===== src/rtl/rx_pkg.sv =====
package rx_pkg;
  typedef enum logic {DIR_WRITE = 1'b0, DIR_READ = 1'b1} xfer_dir_e;
endpackage


===== src/rtl/rx_geom.sv =====
module rx_geom #(
  parameter int XB = 10,
  parameter int YB = 9,
  parameter int LW = 16
) (
  input  logic [31:0]   pos_word,
  input  logic [31:0]   size_word,
  output logic [XB-1:0] x_o,
  output logic [YB-1:0] y_o,
  output logic [LW-1:0] w_o,
  output logic [LW-1:0] h_o
);
  // corner and extent fields of the two opening words
  assign x_o = pos_word[XB-1:0];
  assign y_o = pos_word[16 +: YB];
  assign w_o = size_word[LW-1:0];
  assign h_o = size_word[16 +: LW];
endmodule


===== src/rtl/rx_step.sv =====
module rx_step #(
  parameter int XB = 10,
  parameter int YB = 9,
  parameter int LW = 16,
  parameter int AW = XB + YB
) (
  input  logic [XB-1:0] x_i,
  input  logic [LW-1:0] w_i,
  input  logic [YB-1:0] y_i,
  input  logic [LW-1:0] h_i,
  input  logic [LW-1:0] off_i,
  output logic [AW-1:0] addr_o,
  output logic          live_o,
  output logic [YB-1:0] y_o,
  output logic [LW-1:0] h_o,
  output logic [LW-1:0] off_o
);
  logic [AW-1:0] base;
  logic [LW:0]   off_inc;
  logic          row_end;

  assign base    = {y_i, {XB{1'b0}}};
  assign addr_o  = base + AW'(x_i) + AW'(off_i);
  assign live_o  = (h_i != '0);
  assign off_inc = {1'b0, off_i} + (LW+1)'(1);
  assign row_end = off_inc >= {1'b0, w_i};

  always_comb begin
    y_o   = y_i;
    h_o   = h_i;
    off_o = off_i;
    if (live_o) begin
      if (row_end) begin
        off_o = '0;
        y_o   = y_i + YB'(1);
        h_o   = h_i - LW'(1);
      end else begin
        off_o = off_inc[LW-1:0];
      end
    end
  end
endmodule


===== src/rtl/rx_rdmerge.sv =====
module rx_rdmerge #(
  parameter int PIX   = 16,
  parameter int LANES = 2,
  localparam int WW   = PIX * LANES
) (
  input  logic             clk,
  input  logic             rst,
  input  logic             req_i,
  input  logic [LANES-1:0] lane_i,
  input  logic [WW-1:0]    q_i,
  output logic [WW-1:0]    data_o,
  output logic             valid_o
);
  logic             req_q;
  logic [LANES-1:0] lane_q;
  logic [WW-1:0]    merged;

  for (genvar i = 0; i < LANES; i++) begin : g_lane
    assign merged[i*PIX +: PIX] = lane_q[i] ? q_i[i*PIX +: PIX] : '0;
  end

  always_ff @(posedge clk) begin
    if (rst) begin
      req_q   <= 1'b0;
      lane_q  <= '0;
      valid_o <= 1'b0;
      data_o  <= '0;
    end else begin
      req_q   <= req_i;
      lane_q  <= lane_i;
      valid_o <= req_q;
      if (req_q && (lane_q != '0)) data_o <= merged;
    end
  end

  // an answer with no live lane keeps the previous word
  a_r9_stale_word_kept: assert property (@(posedge clk) disable iff (rst)
    (req_q && lane_q == '0) |=> $stable(data_o));
endmodule


===== src/rtl/rect_xfer_engine.sv =====
module rect_xfer_engine
  import rx_pkg::*;
#(
  parameter int XB    = 10,
  parameter int YB    = 9,
  parameter int LW    = 16,
  parameter int PIX   = 16,
  parameter int LANES = 2,
  localparam int AW   = XB + YB,
  localparam int WW   = PIX * LANES
) (
  input  logic               clk,
  input  logic               rst,
  input  logic               start,
  input  logic               dir_read,
  input  logic [31:0]        pos_word,
  input  logic [31:0]        size_word,
  input  logic               wr_valid,
  input  logic [WW-1:0]      wr_data,
  input  logic               rd_req,
  output logic [WW-1:0]      rd_data,
  output logic               rd_valid,
  output logic               busy,
  output logic               img_ready,
  output logic [LANES*AW-1:0] mem_addr,
  output logic [LANES-1:0]   mem_we,
  output logic [WW-1:0]      mem_wdata,
  output logic [LANES-1:0]   mem_re,
  input  logic [WW-1:0]      mem_q
);
  xfer_dir_e     dir_q;
  logic [XB-1:0] x_q;
  logic [LW-1:0] w_q;
  logic          rd_s1;

  logic [XB-1:0] g_x;
  logic [YB-1:0] g_y;
  logic [LW-1:0] g_w, g_h;

  // walk chain: entry 0 is the stored state, entry i+1 follows lane i
  logic [YB-1:0]    cy   [LANES+1];
  logic [LW-1:0]    ch   [LANES+1];
  logic [LW-1:0]    co   [LANES+1];
  logic [AW-1:0]    laddr[LANES];
  logic [LANES-1:0] llive;

  logic take_wr, take_rd;

  rx_geom #(.XB(XB), .YB(YB), .LW(LW)) u_geom (
    .pos_word(pos_word), .size_word(size_word),
    .x_o(g_x), .y_o(g_y), .w_o(g_w), .h_o(g_h)
  );

  for (genvar i = 0; i < LANES; i++) begin : g_step
    rx_step #(.XB(XB), .YB(YB), .LW(LW), .AW(AW)) u_step (
      .x_i(x_q), .w_i(w_q),
      .y_i(cy[i]), .h_i(ch[i]), .off_i(co[i]),
      .addr_o(laddr[i]), .live_o(llive[i]),
      .y_o(cy[i+1]), .h_o(ch[i+1]), .off_o(co[i+1])
    );
  end

  assign busy    = (ch[0] != '0);
  assign take_wr = wr_valid && busy && (dir_q == DIR_WRITE);
  assign take_rd = rd_req   && busy && (dir_q == DIR_READ);

  always_ff @(posedge clk) begin
    if (rst) begin
      dir_q     <= DIR_WRITE;
      x_q       <= '0;
      w_q       <= '0;
      cy[0]     <= '0;
      ch[0]     <= '0;
      co[0]     <= '0;
      img_ready <= 1'b0;
      mem_we    <= '0;
      mem_re    <= '0;
      mem_addr  <= '0;
      mem_wdata <= '0;
      rd_s1     <= 1'b0;
    end else begin
      mem_we <= '0;
      mem_re <= '0;
      rd_s1  <= rd_req;
      if (start) begin
        dir_q     <= dir_read ? DIR_READ : DIR_WRITE;
        x_q       <= g_x;
        w_q       <= g_w;
        cy[0]     <= g_y;
        ch[0]     <= g_h;
        co[0]     <= '0;
        img_ready <= dir_read && (g_h != '0);
      end else if (take_wr || take_rd) begin
        cy[0] <= cy[LANES];
        ch[0] <= ch[LANES];
        co[0] <= co[LANES];
        for (int i = 0; i < LANES; i++) mem_addr[i*AW +: AW] <= laddr[i];
        mem_wdata <= wr_data;
        if (take_wr) mem_we <= llive;
        if (take_rd) mem_re <= llive;
        if (take_rd && ch[LANES] == '0) img_ready <= 1'b0;
      end
    end
  end

  rx_rdmerge #(.PIX(PIX), .LANES(LANES)) u_merge (
    .clk(clk), .rst(rst), .req_i(rd_s1), .lane_i(mem_re),
    .q_i(mem_q), .data_o(rd_data), .valid_o(rd_valid)
  );

  // no write enable while the walk runs in read direction
  a_r10_no_write_in_read: assert property (@(posedge clk) disable iff (rst)
    (dir_q == DIR_READ) |-> (mem_we == '0));

  // remaining height never grows except by a new start
  a_r4_height_shrinks: assert property (@(posedge clk) disable iff (rst)
    (busy && !start) |=> (ch[0] <= $past(ch[0])));

  // the stored offset stays inside the row
  a_r4_offset_in_row: assert property (@(posedge clk) disable iff (rst)
    (busy && w_q != '0) |-> (co[0] < w_q));

  // without start or data the walk state is frozen
  a_r6_gap_holds_state: assert property (@(posedge clk) disable iff (rst)
    (!start && !wr_valid && !rd_req) |=> ($stable(ch[0]) && $stable(co[0]) && $stable(cy[0])));

  // a higher lane is only enabled together with all lower lanes
  for (genvar i = 1; i < LANES; i++) begin : g_chk
    a_r5_lane_order: assert property (@(posedge clk) disable iff (rst)
      (mem_we[i] || mem_re[i]) |-> ((mem_we[i-1] && mem_we[i]) || (mem_re[i-1] && mem_re[i])));
  end
endmodule


===== config.mk =====
export PLATFORM = sky130hd
export DESIGN_NAME = rect_xfer_engine
export DESIGN_NICKNAME = d
export VERILOG_FILES = /design/src/rtl/rx_pkg.sv /design/src/rtl/rx_geom.sv /design/src/rtl/rx_step.sv /design/src/rtl/rx_rdmerge.sv /design/src/rtl/rect_xfer_engine.sv
export SDC_FILE = /design/constraint.sdc
export NUM_CORES = 1
export LEC_CHECK = 0
export BUFFER_PORTS_ARGS = -buffer_cell sky130_fd_sc_hd__clkbuf_2
export CORE_MARGIN = 5
export CORE_UTILIZATION = 30
export DETAILED_ROUTE_END_ITERATION = 7
export GPL_ROUTABILITY_DRIVEN = 1
export PLACE_DENSITY_LB_ADDON = 0.3
export SETUP_SLACK_MARGIN = 0.3
export SLEW_MARGIN = 10
export SYNTH_ARGS = -nofsm -noshare
export SYNTH_HDL_FRONTEND = slang
export SYNTH_HIERARCHICAL = 1
export SYNTH_SLANG_ARGS = --single-unit

===== constraint.sdc =====
create_clock -name clk -period 10.9 [get_ports clk]
set_input_delay 2.18 -clock clk [delete_from_list [all_inputs] [get_ports clk]]
set_output_delay 2.18 -clock clk [all_outputs]
set_load 0.01 [all_outputs]

==> reports/metrics.yaml, run 1 <==
cts:
  postCtsHoldBufs: 0
  cts_root_buffer: "clkbuf_16"
  cts_max_level: 4
  cts_tree: "yes"
  cts_max_path_buffers: 2
  clk_pin_slew_ps: 80
  numCtsBuffers: 17
  clock_latency_ps: 460
  cts.sink_count: 180
  cts_setup_buffers: 0
  ctsResizeCount: 0
sta:
  setup_viol: 0
  slew_violations: 0
  fmax_mhz: 123
  timing.hold.ws_ps: 454
  grt_setup_unrepaired: "no"
  finalCritPeriodShare_pct: 74.8
  period_needed_ps: 8150
  hold_viol: 0
  slew_headroom_pct: 37.6
  tns_ps: 0
  skew_ps: 13.9
  worstMarginPinSlew_ps: 936
power_and_ir_drop:
  p_per_area_mw_per_mm2: 118
  max-vdd-ir-drop_mv: 0.115
  p_leak_nw: 5.82
synth:
  async_flop_share_pct: 0
  synth-seq-cells: 180
  synth_seq_area_share_pct: 28.8
  netlist_instances: 1555
  synth_ff_type: "dfxtp_1"
  synth-edff-count: 0
  syn_area_per_cell_sq_um: 8.04
  yosysWarnings: 6
  syn_nets: 1761
  ys_types: 64
  synth_area_sq_mm: 0.0125
critical_path:
  crit_slowest_cell: "dfxtp_1"
  cp-start-kind: "flop"
  cp_top_family: "simple AND/OR/NAND/NOR gates"
  path_common_cell: "nand3_1"
  path_buf_inv: 2
  r2r_slack_ps: 2750
  crit_required_ps: 11220
  r2r_cells: 30
  endpoint_kind: "flop"
  slowest_delay_ps: 540
  critPathKind: "flop to flop"
  arrival_ps: 8480
  crit_fanout: 29
  r2r_end: "img_ready"
  rr_startpoint: "co[34]"
hold_path:
  hold_path_end: "u_merge/req_q"
  worstHoldPathCells: 1
  hp-class: "flop to flop"
  hp-start: "rd_s1"
floorplanning:
  io_pins: 243
  rows: 74
  die_w_um: 214
  start_util_pct: 30.5
  dieArea_sq_mm: 0.0459
  die_h_um: 214
  coreArea_sq_mm: 0.0410
global_routing:
  overflow: 0
  grt_pass1_vias: 11154
  grt_pass1_wl_mm: 63.6
  antenna_found_initial: 1
  grt_usage_pct: 16.9
  grt_max_degree: 141
routing:
  dr_total_vias: 11463
  wl_per_cell_um: 18.1
  first_pass_iters: 5
  vias_per_cell: 5.19
  drc: 0
  drt_iter0_markers: 770
  wirelength_mm: 40.0
  antenna_left: 0
finish:
  nets: 1870
  area_delta_synth_final_pct: 12.0
  layout-drive-gt1-share_pct: 21.5
  final_util_pct: 34.1
  nFillCells: 4276
status:
  status: "completed"
placed_design:
  gp_congestion: 0.866
  io_buffers: 229
  dp_hpwl_mm: 30.2
job:
  drv_cap: 0
-- state kept, by name, indices dropped and copies added (netlist names), 2 cells and up --
| name | cells |
|---|---|
| u_merge/data_o | 32 |
| mem_re | 2 |
| mem_we | 2 |
| x_q | 10 |
| w_q | 16 |
| mem_wdata | 32 |
| ch | 16 |
| mem_addr | 38 |
| co | 16 |
| u_merge/lane_q | 2 |
| cy | 9 |
-- cell usage after synthesis (all sizes together), types with 27 or more instances --
master / count / area share (%)
nor2: 92 / 2.8
nand2b: 34 / 1.7
nand4b: 36 / 2.5
clkbuf: 41 / 1.2
buf: 113 / 6.8
inv: 84 / 2.5
xnor2: 74 / 5.2
nand2: 126 / 3.8
o21ai: 144 / 6.3
mux2i: 27 / 2.2
a21oi: 146 / 5.8
dfxtp: 180 / 29
nand3: 113 / 4.5
ha: 70 / 7.0
-- cell type report --
type | instances | area, sq um | share of cell area, %
timing repair buffer | 244 | 1270 | 9.05
multi-input combinational | 1137 | 7590 | 54.2
sequential | 180 | 3600 | 25.7
inverter | 84 | 318 | 2.27
tap | 532 | 666 | 4.75
antenna | 1 | 2.50 | 0.0179
clock inverter | 15 | 135 | 0.965
clock buffer | 17 | 425 | 3.04
-- cells by family (layout without fill, tap and decap cells) --
kind of cell / Yosys count / after routing / share of synthesized area [%]
multiplexers: 37 / 37 / 3.06
AO/OA/AOI/OAI: 407 / 407 / 21.2
adder cells (fa/ha/maj): 72 / 72 / 7.33
XOR/XNOR: 100 / 100 / 7.00
flip-flops: 180 / 180 / 28.8
AND/OR/NAND/NOR: 521 / 521 / 22.0
other: 0 / 1 / 0
buffers and inverters: 238 / 360 / 10.6
-- cells in the final DEF, fill, tap and decap left out, drive strengths merged, types with 3 or more instances in the layout --
cell type  netlist  layout
and4             4       4
clkbuf          41     244
o21ai          144     144
xnor2           74      74
or3              6       6
ha              70      70
nand3          113     113
and2             6       6
nor4            16      16
a311oi           4       4
a22o            20      20
buf            113      17
and3            16      16
a211oi           8       8
mux2            10      10
o22ai            4       4
o32ai            3       3
xor2            26      26
a21oi          146     146
nand3b           8       8
a221oi          25      25
a31o             4       4
a21o            18      18
dfxtp          180     180
inv             84      95
nand4           16      16
o21a             5       5
nand4b          36      36
o21bai           6       6
nand2          126     126
or4              7       7
nor2b           11      11
or2              4       4
nand2b          34      34
mux2i           27      27
clkinv           0       4
nor2            92      92
nor3            22      22
-- per-stage QoR --
stage | instance area [sq um] | worst slack, ps | std cells | power, W
6_report | 14000 | 2750 | 2210 | 0.00165
3_5_place_dp | 13400 | 2800 | 2177 | 0.00105
2_1_floorplan | 12500 | 4070 | 1555 | 0.000958
3_3_place_gp | 13400 | 2900 | 2177 | 0.00104
5_1_grt | 14000 | 1870 | 2210 | 0.00173
4_1_cts | 14000 | 2750 | 2209 | 0.00167
-- how the worst max path moves through the flow --
| stage | slack, ps | end | start | depth (start not counted) |
|---|---|---|---|---|
| floorplan | 4070 | img_ready | co[34] | 30 |
| finish | 2750 | img_ready | co[34] | 30 |
| CTS | 2750 | img_ready | co[34] | 30 |
| global placement | 2900 | img_ready | co[34] | 30 |
| global route | 1870 | img_ready | co[34] | 31 |
| detailed placement | 2800 | img_ready | co[34] | 30 |
-- layer usage --
| metal | up-vias | global-route usage [%] | wire length, um |
|---|---|---|---|
| met1 | 5402 | 22.4 | 18600 |
| li1 | 5690 | - | - |
| met5 | - | 0 | 0 |
| met3 | 43 | 3.37 | 1880 |
| met4 | 0 | 5.20 | 803 |
| met2 | 328 | 28.1 | 18700 |
-- report_power, final --
group / leakage [nW] / internal, W / switching (W) / total (W)
Combinational: 4.07 / 0.000123 / 0.000199 / 0.000322
Sequential: 1.47 / 0.000684 / 0.0000289 / 0.000713
Clock: 0.280 / 0.000303 / 0.000310 / 0.000612
No activity file was read; power rests on OpenSTA's default activity.
==> inputs of run 2 (changes only) <==
Settings changed: ABC_AREA from default to 1.
Clock period 10.9 ns to 7.6 ns, I/O delays scaled along.
==> reports/metrics.yaml, run 2 <==
synth:
  yosys-top-cells-area: "dfxtp_1, nand2_1, nor2_1, inv_1, ha_1"
  syn_area_per_cell_sq_um: 6.12  # -24%
  synth-edff-count: 0  # unchanged
  netlist_instances: 2154  # +39%
  synth_seq_area_share_pct: 27.3  # -1.5 points
  syn_nets: 2360  # +34%
  synth_ff_type: "dfxtp_1"
  synth_top_area_share_pct: 27.3  # -1.5 points
  ys_types: 39  # -39%
  synth_area_sq_mm: 0.0132  # +5.4%
  async_flop_share_pct: 0  # unchanged
  synth.most_common_cell: "nand2_1"
  synth_area_leader_cell: "dfxtp_1"
  yosysWarnings: 6  # unchanged
  synth-seq-cells: 180  # unchanged
  synthTopCellsByCount: "nand2_1, nor2_1, inv_1"
finish:
  final_cells: 2887  # +31%
  regMostFlops: "mem_addr"
  area_delta_synth_final_pct: 13.4
  antenna_cells: 0  # -1
  design_area_sq_mm: 0.0149  # +6.6%
  layout-drive-gt1-share_pct: 13.6  # -7.9 points
  reg_top3: "mem_addr x38, mem_wdata x32, u_merge/data_o x32"
  nets: 2496  # +33%
  largest_register_ffs: 38  # unchanged
  layout_common_cells: "nand2_1, nor2_1, inv_1"
  final_common_cell: "nand2_1"
floorplanning:
  dieArea_sq_mm: 0.0482  # +5.1%
  io_pins: 243  # unchanged
  die_h_um: 220  # +2.5%
  coreArea_sq_mm: 0.0433  # +5.5%
  start_util_pct: 30.5  # about the same
  die_w_um: 220  # +2.5%
  rows: 76  # +2.7%
critical_path:
  critPathKind: "flop to flop"
  cp-start-kind: "flop"
  path_common_cell: "nand2_1"
  crit_slowest_cell: "dfxtp_1"
  arrival_ps: 6990  # -1490 ps
  crit_required_ps: 7990  # -3230 ps
  slowest_delay_ps: 550  # about the same
  r2r_slack_ps: 1000  # -1750 ps
  crit_fanout: 29  # unchanged
  endpoint_kind: "flop"
job:
  drv_cap: 0  # unchanged
sta:
  timing.hold.ws_ps: 417  # -37.8 ps
  grt_setup_unrepaired: "no"
  skew_ps: 12.8  # -1.05 ps
  period_needed_ps: 6600  # -1550 ps
  fmax_mhz: 151  # +24%
  finalCritPeriodShare_pct: 86.9  # +12 points
  tns_ps: 0  # unchanged
  setup_viol: 0  # unchanged
  slew_headroom_pct: 38.3  # +0.65 points
  worstMarginPinSlew_ps: 926  # -9.69 ps
  hold_viol: 0  # unchanged
  slew_violations: 0  # unchanged
cts:
  cts_root_buffer: "clkbuf_16"
  numCtsBuffers: 17  # unchanged
  clock_latency_ps: 490  # +30 ps
  ctsResizeCount: 0  # unchanged
  cts_max_path_buffers: 2  # unchanged
  cts_tree: "yes"
  cts.sink_count: 180  # unchanged
  cts_max_level: 4  # unchanged
  cts_setup_buffers: 0  # unchanged
  clk_pin_slew_ps: 70  # about the same
  postCtsHoldBufs: 0  # unchanged
routing:
  wirelength_mm: 41.4  # +3.3%
  antenna_left: 0  # unchanged
  wl_per_cell_um: 14.3  # -21%
  drc: 0  # unchanged
  first_pass_iters: 5  # unchanged
  drt_iter0_markers: 954  # +24%
  vias_per_cell: 4.59  # -12%
  dr_total_vias: 13244  # +16%
power_and_ir_drop:
  p_per_area_mw_per_mm2: 199  # +69%
  p_leak_nw: 8.04  # +38%
  max-vdd-ir-drop_mv: 0.147  # +28%
placed_design:
  io_buffers: 229  # unchanged
  dp_hpwl_mm: 32.0  # +5.8%
  placed_area_sq_mm: 0.0144  # +6.9%
  dp_cells: 2856  # +31%
  gp_congestion: 0.900  # +4.0%
hold_path:
  hp-class: "flop to flop"
global_routing:
  grt_max_degree: 85  # -40%
  grt_pass1_wl_mm: 65.3  # +2.5%
  antenna_found_initial: 0  # -1
  overflow: 0  # unchanged
  grt_pass1_vias: 12406  # +11%
  grt_usage_pct: 17.0  # +0.073 points
status:
  status: "completed"
==> run 2: changes by cell type after synthesis, moves of 20 or more <==
| cell | change |
|---|---|
| nand2_1 | +612 |
| a22o_1 | -20 |
| nand2b_1 | -34 |
| inv_1 | +175 |
| xor2_1 | +22 |
| xnor2_1 | -56 |
| mux2i_1 | -27 |
| a21oi_1 | -30 |
| nand4b_1 | -36 |
| a221oi_2 | -24 |
| o21ai_1 | -82 |
| nor2_1 | +192 |
| clkbuf_1 | -29 |
==> run 2: final timing paths <==
check             startpoint                 to  cells past startpoint
setup reg to reg      co[32]          img_ready                     40
setup / recovery      co[32]          img_ready                     40
hold reg to reg    mem_re[0]  u_merge/lane_q[0]                      2
hold / removal     mem_re[0]  u_merge/lane_q[0]                      2
==> run 2: kinds of logic after synthesis <==
kind of cell	synth area share, %
XOR/XNOR	4.39
AND/OR/NAND/NOR	40.0
adder cells (fa/ha/maj)	6.95
flip-flops	27.3
AO/OA/AOI/OAI	7.47
buffers and inverters	13.8
==> run 2: worst max-delay path: cells and delay by family (launching register included) <==
family	cells	cell delay (ps)
xor gates and xnor gates	2	580
DFF	1	550
adders and majority gates	3	870
and+or+nand+nor	31	4050
buffers and inverters	4	420
==> run 2: stage by stage <==
| step | setup slack [ps] | util (%) | total power [W] |
|---|---|---|---|
| 2_1_floorplan | 2160 | - | 0.00185 |
| 3_3_place_gp | 1090 | 33.2 | 0.00211 |
| 3_5_place_dp | 1070 | 33.2 | 0.00213 |
| 4_1_cts | 1040 | 34.5 | 0.00302 |
| 5_1_grt | 342 | 34.5 | 0.00320 |
| 6_report | 999 | 34.5 | 0.00298 |
==> run 2: area by class of cell <==
class                   instances  area, sq um
clock buffers                  18          439
flip-flops and latches        180         3600
clock inverters                13          129
repair buffers                246         1270
multi-input cells            1581         7770
well taps                     585          732
inverters                     264          995
fillers                      4815        28300
==> run 2: per-layer routing <==
layer  global-route usage, %  part of all wire, %
met5                       0                    0
met4                    4.16                  1.5
met3                    4.27                  6.2
met2                    28.2                   46
met1                    22.3                   46
==> run 2: where the power goes <==
part	total (W)	internal, W	switching [W]
clock network	0.000870	0.000434	0.000435
logic	0.00103	0.000345	0.000682
registers	0.00108	0.00101	0.0000655
